## config.mk

```make
export PLATFORM = sky130hd
export DESIGN_NAME = dct8_shiftadd
export DESIGN_NICKNAME = d
export VERILOG_FILES = /design/src/rtl/dct8_pkg.sv /design/src/rtl/dct8_rot.sv /design/src/rtl/dct8_round.sv /design/src/rtl/dct8_shiftadd.sv
export SDC_FILE = /design/constraint.sdc
export NUM_CORES = 2
export LEC_CHECK = 0
export BUFFER_PORTS_ARGS = -buffer_cell sky130_fd_sc_hd__buf_2
export CELL_PAD_IN_SITES_DETAIL_PLACEMENT = 0
export CELL_PAD_IN_SITES_GLOBAL_PLACEMENT = 1
export CORE_AREA = 2 2 374 339
export DETAILED_ROUTE_END_ITERATION = 10
export DIE_AREA = 0 0 376 341
export GPL_TIMING_DRIVEN = 0
export PLACE_DENSITY = 0.89
export SYNTH_ARGS = -nofsm -noshare
export SYNTH_HDL_FRONTEND = slang
export SYNTH_SLANG_ARGS = --single-unit
export TNS_END_PERCENT = 30
```

## constraint.sdc

```tcl
create_clock -name clk -period 15.2 [get_ports clk]
set_clock_uncertainty 0.05 [all_clocks]
set_input_delay 1.52 -clock clk [delete_from_list [all_inputs] [get_ports clk]]
set_output_delay 1.52 -clock clk [all_outputs]
set_load 0.01 [all_outputs]
```

## src/rtl/dct8_pkg.sv

```systemverilog
package dct8_pkg;
    // Fixed-point format of the cosine constants: value = K / 2**FRAC
    localparam int COEF_W = 13;
    localparam int FRAC   = COEF_W - 1;

    // round(cos(m*pi/16) * 2**FRAC) for m = 1..7
    localparam int K_C1 = 4017;
    localparam int K_C2 = 3784;
    localparam int K_C3 = 3406;
    localparam int K_C4 = 2896;
    localparam int K_C5 = 2276;
    localparam int K_C6 = 1567;
    localparam int K_C7 = 799;
endpackage

```

## src/rtl/dct8_rot.sv

```systemverilog
// 2x2 constant rotation built from shifted adds:
//   y0 = p*KA + q*KB
//   y1 = p*KB - q*KA
module dct8_rot
    import dct8_pkg::*;
#(
    parameter int IN_W  = 10,
    parameter int KA    = K_C4,
    parameter int KB    = K_C4,
    parameter int OUT_W = IN_W + COEF_W + 1
) (
    input  logic signed [IN_W-1:0]  p,
    input  logic signed [IN_W-1:0]  q,
    output logic signed [OUT_W-1:0] y0,
    output logic signed [OUT_W-1:0] y1
);
    function automatic logic signed [OUT_W-1:0] shadd(
        input logic signed [OUT_W-1:0] x,
        input int                      k
    );
        logic signed [OUT_W-1:0] acc;
        acc = '0;
        for (int i = 0; i < COEF_W; i++) begin
            if (k[i]) acc = acc + (x <<< i);
        end
        return acc;
    endfunction

    logic signed [OUT_W-1:0] p_ext, q_ext;
    logic signed [OUT_W-1:0] p_a, p_b, q_a, q_b;

    always_comb begin
        p_ext = OUT_W'(p);
        q_ext = OUT_W'(q);
        p_a   = shadd(p_ext, KA);
        p_b   = shadd(p_ext, KB);
        q_a   = shadd(q_ext, KA);
        q_b   = shadd(q_ext, KB);
        y0    = p_a + q_b;
        y1    = p_b - q_a;
    end
endmodule

```

## src/rtl/dct8_round.sv

```systemverilog
// Round-half-up shift to the output width, with a range flag.
module dct8_round #(
    parameter int IN_W  = 25,
    parameter int SHIFT = 13,
    parameter int OUT_W = 12
) (
    input  logic signed [IN_W-1:0]  x,
    output logic signed [OUT_W-1:0] y,
    output logic                    fits
);
    localparam logic signed [IN_W-1:0] BIAS =
        {{(IN_W-SHIFT){1'b0}}, 1'b1, {(SHIFT-1){1'b0}}};

    logic signed [IN_W-1:0]    full;
    logic [IN_W-OUT_W:0]       top;

    always_comb begin
        full = (x + BIAS) >>> SHIFT;
        y    = full[OUT_W-1:0];
        top  = full[IN_W-1:OUT_W-1];
        fits = (&top) | ~(|top);
    end
endmodule

```

## src/rtl/dct8_shiftadd.sv

```systemverilog
module dct8_shiftadd
    import dct8_pkg::*;
#(
    parameter int DIN_W  = 9,
    parameter int DOUT_W = 12
) (
    input  logic                  clk,
    input  logic                  rst,
    input  logic                  in_valid,
    input  logic [8*DIN_W-1:0]    in_samples,
    output logic                  out_valid,
    output logic [8*DOUT_W-1:0]   out_coefs
);
    localparam int W1   = DIN_W + 1;          // after input butterfly
    localparam int W2   = DIN_W + 2;          // even sums/differences
    localparam int RW_C = W1 + COEF_W + 1;    // pi/4 rotation, Q(FRAC)
    localparam int HW   = RW_C + 1;           // odd combination, Q(FRAC)
    localparam int RW_E = W2 + COEF_W + 1;    // even rotations, Q(FRAC)
    localparam int RW_O = HW + COEF_W + 1;    // odd rotations, Q(2*FRAC)

    typedef struct packed {
        logic                     v1;
        logic [3:0][W1-1:0]       sa;
        logic [3:0][W1-1:0]       sd;
        logic                     v2;
        logic [3:0][W2-1:0]       ev;
        logic [W1-1:0]            od0;
        logic [W1-1:0]            od3;
        logic [RW_C-1:0]          rv;
        logic [RW_C-1:0]          rw;
        logic                     v3;
        logic [7:0][DOUT_W-1:0]   co;
    } pipe_t;

    pipe_t st_d, st_q;

    // Signed views of inputs and registered stage values
    logic signed [DIN_W-1:0] xs   [8];
    logic signed [W1-1:0]    sa_s [4];
    logic signed [W1-1:0]    sd_s [4];
    logic signed [W2-1:0]    ev_s [4];

    for (genvar n = 0; n < 8; n++) begin : g_in
        assign xs[n] = in_samples[n*DIN_W +: DIN_W];
    end
    for (genvar i = 0; i < 4; i++) begin : g_view
        assign sa_s[i] = st_q.sa[i];
        assign sd_s[i] = st_q.sd[i];
        assign ev_s[i] = st_q.ev[i];
    end

    // Stage 2 odd path: pi/4 rotation of the middle differences
    logic signed [RW_C-1:0] rot_v, rot_w;
    dct8_rot #(.IN_W(W1), .KA(K_C4), .KB(K_C4), .OUT_W(RW_C)) u_rot_mid (
        .p(sd_s[1]), .q(sd_s[2]), .y0(rot_v), .y1(rot_w)
    );

    // Stage 3 odd path: combine outer differences with rotated middle
    logic signed [HW-1:0] h0, h1, h2, h3;
    always_comb begin
        h0 = (HW'($signed(st_q.od0)) <<< FRAC) + HW'($signed(st_q.rv));
        h1 = (HW'($signed(st_q.od0)) <<< FRAC) - HW'($signed(st_q.rv));
        h2 = (HW'($signed(st_q.od3)) <<< FRAC) - HW'($signed(st_q.rw));
        h3 = (HW'($signed(st_q.od3)) <<< FRAC) + HW'($signed(st_q.rw));
    end

    // Stage 3 rotations; ye = {X0,X4,X2,X6}, yo = {X1,X7,X5,X3} (scaled)
    logic signed [RW_E-1:0] ye [4];
    logic signed [RW_O-1:0] yo [4];

    dct8_rot #(.IN_W(W2), .KA(K_C4), .KB(K_C4), .OUT_W(RW_E)) u_rot_dc (
        .p(ev_s[0]), .q(ev_s[1]), .y0(ye[0]), .y1(ye[1])
    );
    dct8_rot #(.IN_W(W2), .KA(K_C2), .KB(K_C6), .OUT_W(RW_E)) u_rot_26 (
        .p(ev_s[3]), .q(ev_s[2]), .y0(ye[2]), .y1(ye[3])
    );
    dct8_rot #(.IN_W(HW), .KA(K_C1), .KB(K_C7), .OUT_W(RW_O)) u_rot_17 (
        .p(h0), .q(h3), .y0(yo[0]), .y1(yo[1])
    );
    dct8_rot #(.IN_W(HW), .KA(K_C5), .KB(K_C3), .OUT_W(RW_O)) u_rot_53 (
        .p(h1), .q(h2), .y0(yo[2]), .y1(yo[3])
    );

    logic signed [DOUT_W-1:0] re [4];
    logic signed [DOUT_W-1:0] ro [4];
    logic [3:0] fit_e, fit_o;

    for (genvar j = 0; j < 4; j++) begin : g_rnd
        dct8_round #(.IN_W(RW_E), .SHIFT(FRAC+1), .OUT_W(DOUT_W)) u_re (
            .x(ye[j]), .y(re[j]), .fits(fit_e[j])
        );
        dct8_round #(.IN_W(RW_O), .SHIFT(2*FRAC+1), .OUT_W(DOUT_W)) u_ro (
            .x(yo[j]), .y(ro[j]), .fits(fit_o[j])
        );
    end

    // Next-state computation
    always_comb begin
        st_d = st_q;

        // Stage 1: input butterfly, loaded only on an accepted vector
        st_d.v1 = in_valid;
        if (in_valid) begin
            for (int i = 0; i < 4; i++) begin
                st_d.sa[i] = W1'(xs[i]) + W1'(xs[7-i]);
                st_d.sd[i] = W1'(xs[i]) - W1'(xs[7-i]);
            end
        end

        // Stage 2: even butterfly and middle rotation
        st_d.v2 = st_q.v1;
        if (st_q.v1) begin
            st_d.ev[0] = W2'(sa_s[0]) + W2'(sa_s[3]);
            st_d.ev[1] = W2'(sa_s[1]) + W2'(sa_s[2]);
            st_d.ev[2] = W2'(sa_s[1]) - W2'(sa_s[2]);
            st_d.ev[3] = W2'(sa_s[0]) - W2'(sa_s[3]);
            st_d.od0   = st_q.sd[0];
            st_d.od3   = st_q.sd[3];
            st_d.rv    = rot_v;
            st_d.rw    = rot_w;
        end

        // Stage 3: output rotations, rounding, natural-order placement
        st_d.v3 = st_q.v2;
        if (st_q.v2) begin
            st_d.co[0] = re[0];
            st_d.co[4] = re[1];
            st_d.co[2] = re[2];
            st_d.co[6] = re[3];
            st_d.co[1] = ro[0];
            st_d.co[7] = ro[1];
            st_d.co[5] = ro[2];
            st_d.co[3] = ro[3];
        end
    end

    always_ff @(posedge clk) begin
        if (rst) st_q <= '0;
        else     st_q <= st_d;
    end

    assign out_valid = st_q.v3;
    assign out_coefs = st_q.co;

    AST_RESET_CLEAR: assert property (@(posedge clk)
        rst |=> (!out_valid && !st_q.v1 && !st_q.v2 && out_coefs == '0));
    AST_ACCEPT: assert property (@(posedge clk) disable iff (rst)
        in_valid |=> st_q.v1);
    AST_LATENCY: assert property (@(posedge clk) disable iff (rst)
        st_q.v2 |=> out_valid);
    AST_NO_SPURIOUS: assert property (@(posedge clk) disable iff (rst)
        !st_q.v2 |=> !out_valid);
    AST_HOLD: assert property (@(posedge clk) disable iff (rst)
        !st_q.v2 |=> $stable(out_coefs));
    AST_NO_OVERFLOW: assert property (@(posedge clk) disable iff (rst)
        st_q.v2 |-> (&fit_e && &fit_o));
endmodule

```

## Word level (Yosys, flattened, before mapping)

Index checks and enable logic that the tools add are counted.
W data, S select, Z words.

| operators by class | value |
|---|---|
| $add $sub $neg | 118 |

Operator list:

| cell | count |
|---|---|
| $add A37 B26 Y37 const B | 4 |
| $add A37 B33 Y37 | 4 |
| $add A37 B35 Y37 | 4 |
| $add A37 B36 Y37 | 4 |
| $add A28 B28 Y29 | 4 |
| $add A37 B34 Y37 | 3 |
| $add A25 B14 Y25 const B | 4 |
| $add A25 B20 Y25 | 4 |
| $add A25 B22 Y25 | 4 |
| $add A25 B21 Y25 | 3 |
| $sub A37 B37 Y37 | 2 |
| $add A31 B32 Y33 | 2 |
| $add A32 B32 Y33 | 2 |
| $add A29 B31 Y32 | 2 |
| $add A31 B31 Y32 | 2 |
| $add A27 B30 Y31 | 2 |
| $add A30 B30 Y31 | 2 |
| $add A25 B29 Y30 | 2 |
| $add A26 B27 Y28 | 2 |
| $add A27 B27 Y28 | 2 |
| $add A25 B26 Y27 | 2 |
| $add A22 B24 Y25 | 2 |
| $sub A22 B24 Y25 | 2 |
| $sub A25 B25 Y25 | 2 |
| 36 further kinds | 52 |

| storage, ports and cells | value |
|---|---|
| output and inout bits | 97 |
| register bits | 291 |

## Logic depth before layout (Yosys ltp)

| logic depth | value |
|---|---|
| word-level depth | 10 |
| mapped depth | 44 |
| mapped depth without buffers | 43 |

## Hierarchy

Synthesis repeated with hierarchy kept, for this count alone.

| second synthesis, totals | value |
|---|---|
| cell total of the unflattened synthesis | 8731 |
| area total of the unflattened synthesis | 77036.4 um^2 |

Modules (own cells, without submodules):

| module | area an instance (um^2) | seq. area each (um^2) | times used | cells each |
|---|---|---|---|---|
| dct8_rot (u_rot_17) | 20692.3 | 0.0 | 1 | 2284 |
| dct8_rot (u_rot_53) | 17983.5 | 0.0 | 1 | 1921 |
| dct8_shiftadd | 17616.9 | 5705.5 | 1 | 2048 |
| dct8_rot (u_rot_26) | 9107.5 | 0.0 | 1 | 998 |
| dct8_rot (u_rot_dc) | 4809.6 | 0.0 | 1 | 587 |
| dct8_rot (u_rot_mid) | 4724.5 | 0.0 | 1 | 601 |
| dct8_round (g_rnd[0].u_ro ...) | 287.8 | 0.0 | 4 | 39 |
| dct8_round (g_rnd[0].u_re ...) | 237.7 | 0.0 | 4 | 34 |

## Worst setup path after synthesis

Ideal clock, no wire load.

| timing | value |
|---|---|
| kind | register -> register |
| start | reg ev_s[22] (netlist name) |
| end | reg st_q, in the netlist out_coefs[47] |
| period minus slack after synthesis | 10.925 ns |
| path slack | 4.275 ns |
| library setup time | 0.126 ns |
| data arrival time | 10.749 ns |
| path buffers | 1 |
| cell stages (with the launch flop) | 40 |
| required time | 15.024 ns |
| cells stage by stage | dfxtp_1 buf_2 inv_1 ha_1 nand4_1 o2111ai_1 o211ai_1 nand3b_1 xnor2_1 inv_1 fa_1 fa_1 inv_1 ha_1 and3_1 a21oi_1 nand2_1 o21ai_0 [4 not listed] fa_1 inv_1 fa_1 inv_1 fa_1 inv_1 ha_1 ha_1 nand2_1 a2111o_1 a211oi_1 nor4b_1 nor3_2 a21oi_1 a21oi_1 a41oi_1 xnor2_1 o21ai_1 |

RTL lines:

| what | line | source |
|---|---|---|
| end signal, assigned | dct8_shiftadd.sv:139 | `else st_q <= st_d;` |
| end, declared | dct8_shiftadd.sv:35 | `pipe_t st_d, st_q;` |

==> reports/results.ini <==
[outcome]
outcome = complete, no violations

[worst_setup_path]
slowest_delay_ns = 0.79
path_max_fanout = 10
cp_slowest_cell = xnor2_1
critPathKind = reg2reg
rr_worst_depth = 41
endpoint_kind = register
critPathLaunchType = register
arrival_ns = 13.62
r2r-start = ev_s[22]$_SDFFE_PP0P_
startpoint = ev_s[22]$_SDFFE_PP0P_
r2r_slack_ns = 1.98
reg2reg_to = out_coefs[47]$_SDFFE_PP0P_
required_ns = 15.59
crit_top_cell = inv_1

[placed_design]
dp_hpwl_um = 151000
gp_congestion = 0.951
io_buffers = 171
placed_cells = 8795

[cells_and_area]
layout_common_cells = inv_1 (1,472), ha_1 (1,108), fa_1 (995)
n_fill_cell = 11127
final_common_cell = inv_1
multiInputGateArea_um2 = 52400
seq_area_um2 = 5510
finalNetCount = 9386
syn_to_final_growth_pct = 7.28
layoutNonFillerInstCount = 8858
final_layout_size_suffix_gt1_frac = 0.0643
n_antenna_cell = 0

[clock_network]
postCtsSetupBuffers = 0
cts_tree = done
clk_latency_ns = 0.59
cts_max_path_buffers = 3
clockRootBuffer = clkbuf_16
h-tree-depth = 2
hold_buffers = 0
cts_resized = 0
cts_buffers = 34
clkSinkCount = 275
clk_pin_slew_worst_paths_ns = 0.06

[synth]
synth-edff-count = 0
synth_top_flop_cell = dfxtp_1
async_reset_ff_frac = 0
syn_area_per_cell_um2 = 9.23
syn-cell-area_um2 = 64400
yosysWarnings = 0
seq_area_frac_synth = 0.0855
syn_inst = 6977
synth_cell_type_count = 109
ys_ff_latch = 275

[routing]
final_antenna_net_count = 0
drc_errors = 0
via_per_inst = 5.45
drt_iter0_markers = 3140
vias = 48250
dr.pass1.iters = 5
wirelength_um = 177000
wl_per_cell_um = 20.0

[worst_hold_path]
hp-class = reg2reg
hold-path-cell-count = 2
hp-start = out_coefs[22]$_SDFFE_PP0P_
whs_endpoint = out_coefs[22]$_SDFFE_PP0P_

[grt]
grt_pass1_vias = 49889
antenna_found_initial = 1
gr-total-overflow = 0
grt_pass1_wl_um = 279000
track_usage = 0.280
grt_max_degree = 41

[floorplan]
rows = 123
core_area_um2 = 124000
initial_utilization = 0.518
fp.dieArea_um2 = 128000
die_width_um = 376
die_y_um = 341
ios = 172

[sta]
hold_ws_ns = 0.405
worst_slew_pin_slew_ns = 1.45
rsz0062_at_grt = false
finalCriticalPeriod_ns = 13.22
max_freq_mhz = 75.6
slew_headroom = 0.0251
slew_violations = 0
fin_tns_setup_ns = 0
hold_violations = 0
finalCritPeriodShare = 0.870
finalSetupViolations = 0

[flow_run]
cap_violations = 0

-- cell type report --
type,count,area share
clock buffers,44,0.0137
repair buffers,194,0.0173
flip-flops and latches,275,0.0798
clock inverters,17,0.00342
plain buffers,210,0.0171
well taps,1625,0.0294
multi-input cells,5016,0.759
inverters,1477,0.0803
-- cell usage after synthesis, drive strengths merged, types with 23 or more instances --
master | number | area (µm²)
xnor2 | 348 | 3060
xor2 | 115 | 1010
fa | 995 | 19900
inv | 1475 | 5540
dfxtp | 275 | 5510
a21o | 84 | 632
nor3 | 84 | 425
a21boi | 27 | 203
and3 | 23 | 149
nand3 | 67 | 340
clkbuf | 85 | 319
nand2b | 75 | 472
ha | 1108 | 13900
buf | 125 | 861
or3 | 44 | 280
a21oi | 331 | 1680
o21ai | 259 | 1300
o21a | 59 | 444
nor2b | 68 | 425
mux2i | 98 | 981
a31oi | 31 | 209
a211oi | 106 | 818
a311oi | 29 | 267
nor2 | 508 | 1910
nand2 | 190 | 713
o21bai | 77 | 582
-- worst max-delay path, delay by kind of cell (launching register included) --
| family | cells | cell delay (ns) |
|---|---|---|
| fa+ha+maj | 9 | 4.02 |
| buf+inv | 9 | 1.93 |
| compound gates | 12 | 3.35 |
| xor+xnor | 5 | 2.05 |
| simple gates | 6 | 1.24 |
| flops | 1 | 0.41 |
-- worst max-delay path by stage --
stage                                  to  slack (ns)  cells after the start
4_1_cts        out_coefs[47]$_SDFFE_PP0P_        1.97                     41
3_3_place_gp   out_coefs[47]$_SDFFE_PP0P_       -0.51                     39
2_1_floorplan  out_coefs[47]$_SDFFE_PP0P_        4.28                     39
3_5_place_dp   out_coefs[47]$_SDFFE_PP0P_        2.04                     41
6_report       out_coefs[47]$_SDFFE_PP0P_        1.98                     41
5_1_grt        out_coefs[47]$_SDFFE_PP0P_        1.18                     41
-- metal layers --
metal / GRT usage / routed length (µm) / up-vias
li1: - / - / 22926
met2: 0.459 / 81000 / 1282
met3: 0.0282 / 9550 / 293
met1: 0.378 / 77300 / 23747
met4: 0.122 / 8870 / 2
met5: 0 / 20 / -
-- through the flow --
| stage | util | setup WS [ns] | cell area (µm²) |
|---|---|---|---|
| 2_1_floorplan | - | 4.28 | 64400 |
| 3_3_place_gp | 0.541 | -0.511 | 67300 |
| 3_5_place_dp | 0.546 | 2.04 | 67800 |
| 4_1_cts | 0.555 | 1.97 | 69000 |
| 5_1_grt | 0.556 | 1.18 | 69100 |
| 6_report | 0.556 | 1.98 | 69100 |
-- sequential cells by signal, indices dropped and copies added (netlist names) --
name and flops:
out_coefs 96, st_q 58, ev_s 42, sa_s 40, sd_s 36, st_d 2
out_valid 1
-- kinds of logic after synthesis --
family,after synthesis,synth area share
xor+xnor,466,0.0644
other cells,1,0.0000582
mux,98,0.0152
fa+ha+maj,2105,0.525
compound gates,1177,0.120
simple gates,1168,0.0852
buf+inv,1687,0.104
flops,275,0.0855
Power is not shown: default switching activity piles up to over one toggle a cycle in this logic, so the estimate is an artifact.
